### src/rtl/ocnt_pattern_gen.sv
module ocnt_pattern_gen #(
  parameter int WORD_W  = 15,
  parameter int BURST_W = 12,
  parameter int VAL_W   = 8
) (
  input  logic                       clk,
  input  logic                       rst,
  input  logic                       start,
  input  logic                       advance,
  input  logic                       restart,
  output logic [VAL_W/2-1:0]         nibble,
  output logic [BURST_W+WORD_W-1:0]  word_addr,
  output logic [BURST_W-1:0]         burst_idx,
  output logic                       running,
  output logic                       done
);
  localparam int NIB_W  = VAL_W / 2;
  localparam int IDX_W  = VAL_W + 1;
  localparam int PERIOD = 2 ** IDX_W - 1;

  logic [WORD_W-1:0]  word_q;
  logic [BURST_W-1:0] burst_q;
  logic [IDX_W-1:0]   base_q, idx_q;
  logic               run_q, done_q;

  function automatic logic [IDX_W-1:0] wrap_inc(input logic [IDX_W-1:0] x);
    return (x == IDX_W'(PERIOD - 1)) ? '0 : x + 1'b1;
  endfunction

  wire last_word  = &word_q;
  wire last_burst = &burst_q;

  always_ff @(posedge clk) begin
    if (rst) begin
      run_q   <= 1'b0;
      done_q  <= 1'b0;
      word_q  <= '0;
      burst_q <= '0;
      base_q  <= '0;
      idx_q   <= '0;
    end else if (start) begin
      run_q   <= 1'b1;
      done_q  <= 1'b0;
      word_q  <= '0;
      burst_q <= '0;
      base_q  <= '0;
      idx_q   <= '0;
    end else if (run_q && restart) begin
      word_q <= '0;
      idx_q  <= base_q;
    end else if (run_q && advance) begin
      if (last_word) begin
        if (last_burst) begin
          run_q  <= 1'b0;
          done_q <= 1'b1;
        end else begin
          burst_q <= burst_q + 1'b1;
          word_q  <= '0;
          base_q  <= wrap_inc(base_q);
          idx_q   <= wrap_inc(base_q);
        end
      end else begin
        word_q <= word_q + 1'b1;
        if (word_q[0]) idx_q <= wrap_inc(idx_q);
      end
    end
  end

  logic [IDX_W-1:0] mirror;
  logic [VAL_W-1:0] value;

  assign mirror    = IDX_W'(PERIOD - 1) - idx_q;
  assign value     = idx_q[VAL_W] ? mirror[VAL_W-1:0] : idx_q[VAL_W-1:0];
  assign nibble    = word_q[0] ? value[NIB_W-1:0] : value[VAL_W-1:NIB_W];
  assign word_addr = {burst_q, word_q};
  assign burst_idx = burst_q;
  assign running   = run_q;
  assign done      = done_q;
endmodule

### config.mk
export PLATFORM = sky130hd
export DESIGN_NAME = ocnt_pattern_gen
export DESIGN_NICKNAME = d
export VERILOG_FILES = /design/src/rtl/ocnt_pattern_gen.sv
export SDC_FILE = /design/constraint.sdc
export NUM_CORES = 1
export LEC_CHECK = 0
export CELL_PAD_IN_SITES_DETAIL_PLACEMENT = 0
export CELL_PAD_IN_SITES_GLOBAL_PLACEMENT = 1
export CORE_ASPECT_RATIO = 0.6
export CORE_MARGIN = 2
export CORE_UTILIZATION = 35
export DETAILED_ROUTE_END_ITERATION = 8
export PLACE_DENSITY_LB_ADDON = 0.1
export REMOVE_ABC_BUFFERS = 1
export SLEW_MARGIN = 20
export SYNTH_ARGS = -nofsm -noshare
export SYNTH_HDL_FRONTEND = slang
export SYNTH_SLANG_ARGS = --single-unit
export TNS_END_PERCENT = 1
### constraint.sdc
create_clock -name clk -period 2.4 [get_ports clk]
set_clock_uncertainty 0.1 [all_clocks]
set_input_delay 0.24 -clock clk [delete_from_list [all_inputs] [get_ports clk]]
set_output_delay 0.24 -clock clk [all_outputs]
set_load 0.03 [all_outputs]
==> impl_metrics.json <==
{
  "outcome": "completed",
  "syn_avg_cell_area_um2": 7.79,
  "rsz0062_at_grt": "no",
  "worst_slew_pin_slew_ps": 550,
  "antenna_found_initial": 0,
  "n_antenna_cell": 0,
  "fill_cells": 823,
  "overflow": 0,
  "drt_pass1_iterations": 5,
  "crit_required_ps": 2480,
  "multi_input_area_mm2": 0.00173,
  "synth_cell_types": 55,
  "ys_seq_area_frac": 0.330,
  "drcViolationCount": 0,
  "coreArea_mm2": 0.00788,
  "synth_area_leaders": "dfxtp_1 33%, nor2_1 5.5%, xor2_1 5.5%",
  "max_freq_ghz": 0.446,
  "worstPathArrival_ps": 2320,
  "critPathLaunchType": "flip-flop",
  "finalHoldViolCount": 0,
  "seqCellArea_um2": 941,
  "r2r_setup_slack_ps": 160,
  "hold_depth": 2,
  "yosysMostFrequentCell": "dfxtp_1",
  "yosysTopAreaCell": "dfxtp_1",
  "port_buffers": 49,
  "fin_cells": 546,
  "cts_root_buf": "clkbuf_16",
  "vdd_drop_max_mv": 0.220,
  "antenna_left": 0,
  "clock_latency_ps": 290,
  "synthCells": 366,
  "grt_first_pass_wirelength_um": 14000,
  "placed_cell_area_mm2": 0.00367,
  "stdcell_area_mm2": 0.00382,
  "via_count": 2814,
  "hold_path.class": "flip-flop to flip-flop",
  "fin_setup_tns_ps": 0,
  "end_kind": "flip-flop",
  "cts_tree": "built",
  "synth_ff_type": "dfxtp_1",
  "areaGrowthSynthToFinish_pct": 33.8,
  "ys_seq_elements": 47,
  "p_per_area_mw_per_mm2": 422,
  "drt-initial-drc-count": 137,
  "dpl.hpwl_um": 6240,
  "setup_ws_ps": 159,
  "cts_sinks": 47,
  "nets": 450,
  "maxSlewHeadroom": 0.633,
  "avgViaCountPerCell": 5.15,
  "synthArstFlopShare": 0,
  "path_class": "flip-flop to flip-flop",
  "r2r_start": "burst_idx[1]$_SDFFE_PP0P_",
  "synthDominantCellAreaShare": 0.330,
  "cts-htree-levels": 2,
  "die_w_um": 121,
  "post-place-ws_ps": 74.4,
  "leakage_nw": 1.38,
  "drive_above_1_share": 0.160,
  "fin_crit_ps": 2240,
  "synth-edff-count": 0,
  "wl_um": 8180,
  "dieArea_mm2": 0.00891,
  "clk_pin_slew_ps": 60,
  "setup_viol": 0,
  "syn_area_mm2": 0.00285,
  "clockBufferDepth": 2,
  "cts_setup_buffers": 0,
  "worst-r2r-cell-count": 8,
  "start_util": 0.362,
  "die_h_um": 73.9,
  "worstHoldEndpoint": "word_q[13]$_SDFFE_PP0P_",
  "cts_hold_buf": 0,
  "grt_usage": 0.201,
  "netlist_top_cells_count": "47 x dfxtp_1, 42 x nor2_1, 41 x nand2_1",
  "wl_per_cell_um": 15.0,
  "r2r_end": "base_q[2]$_SDFFE_PP0P_",
  "drv_slew": 0,
  "row_count": 25,
  "post-route-period-util": 0.934,
  "grt_pass1_vias": 2742,
  "placedCellCount": 539,
  "path_max_fanout": 8,
  "numCtsBuffers": 5,
  "yosysWarnings": 0,
  "place.gp.congestion": 0.794,
  "grt_max_degree": 26,
  "holdCritStartpoint": "word_q[13]$_SDFFE_PP0P_",
  "io_pins": 50,
  "cap_violations": 0
}
==> per-layer routing <==
metal / track usage / vias to the layer above / routed length [µm]
met4: 0.0543 / 0 / 74
met3: 0.0422 / 5 / 313
met2: 0.283 / 54 / 3180
li1: - / 1433 / -
met5: 0 / - / 0
met1: 0.309 / 1322 / 4610
==> worst max-delay path, cell delays in order, from the launching register on <==
cell	delay [ps]
dfxtp_1	330
ha_1	170
nand2_1	70
or4_4	570
buf_4	170
and4_1	280
buf_4	210
a21oi_1	150
nor2_1	60
==> timing repair <==
action / in CTS / in global routing
pin swaps: 0 / 1
setup endpoints to repair: 3 / 20
gates resized for setup: 3 / 4
==> cell type report <==
class / count / area share
clock buffer: 6 / 0.0364
clock inverter: 1 / 0.00131
inverter: 6 / 0.00590
multi-input combinational: 280 / 0.452
sequential: 47 / 0.247
tap: 108 / 0.0354
timing repair buffer: 98 / 0.222
==> report_power, final <==
part	leakage (nW)	switching, mW	internal, mW
Sequential	0.379	0.00480	0.784
Clock	0.0727	0.297	0.407
Combinational	0.930	0.0710	0.0446
Total	1.38	0.373	1.24
==> worst max-delay path by stage <==
| stage | slack, ps | end | startpoint |
|---|---|---|---|
| after floorplan | -420 | idx_q[8]$_SDFFE_PP0P_ | burst_idx[0]$_SDFFE_PP0P_ |
| after global placement | 90 | burst_idx[7]$_SDFFE_PP0P_ | burst_idx[0]$_SDFFE_PP0P_ |
| after detailed placement | 70 | base_q[0]$_SDFFE_PP0P_ | advance |
| after CTS | 50 | base_q[2]$_SDFFE_PP0P_ | burst_idx[1]$_SDFFE_PP0P_ |
| after global routing | 20 | nibble[2] | idx_q[5]$_SDFFE_PP0P_ |
| final | 160 | base_q[2]$_SDFFE_PP0P_ | burst_idx[1]$_SDFFE_PP0P_ |
==> placed cells by master, fill, tap and decap left out, drive strengths merged, types with 7 or more instances in the layout <==
cell / count
xor2: 18
nand4: 10
nor2: 42
xnor2: 14
nand3: 24
clkbuf: 7
and4: 7
buf: 50
and3: 11
clkdlybuf4s50: 45
nand2: 41
a21oi: 29
dfxtp: 47
o21ai: 16
ha: 7
==> kinds of logic after synthesis <==
family,share of synthesized area
xor gates and xnor gates,0.0982
AOI/OAI and AO/OA,0.189
DFF,0.330
buffers and inverters,0.0689
and+or+nand+nor,0.279
muxes,0.00351
adders and majority gates,0.0307
==> registers in the layout, indices dropped and copies added (netlist names) <==
| signal | cells |
|---|---|
| word_q | 15 |
| burst_idx | 12 |
| base_q | 9 |
| idx_q | 9 |
| done | 1 |
| running | 1 |
==> through the flow <==
stage,utilization,hold WS (ps),total power [mW]
CTS,0.483,404,1.63
floorplan,-,209,0.873
global route,0.484,460,1.68
detailed placement,0.466,394,0.925
finish,0.484,402,1.61
global placement,0.466,388,0.925
No activity file was read; power rests on OpenSTA's default activity.
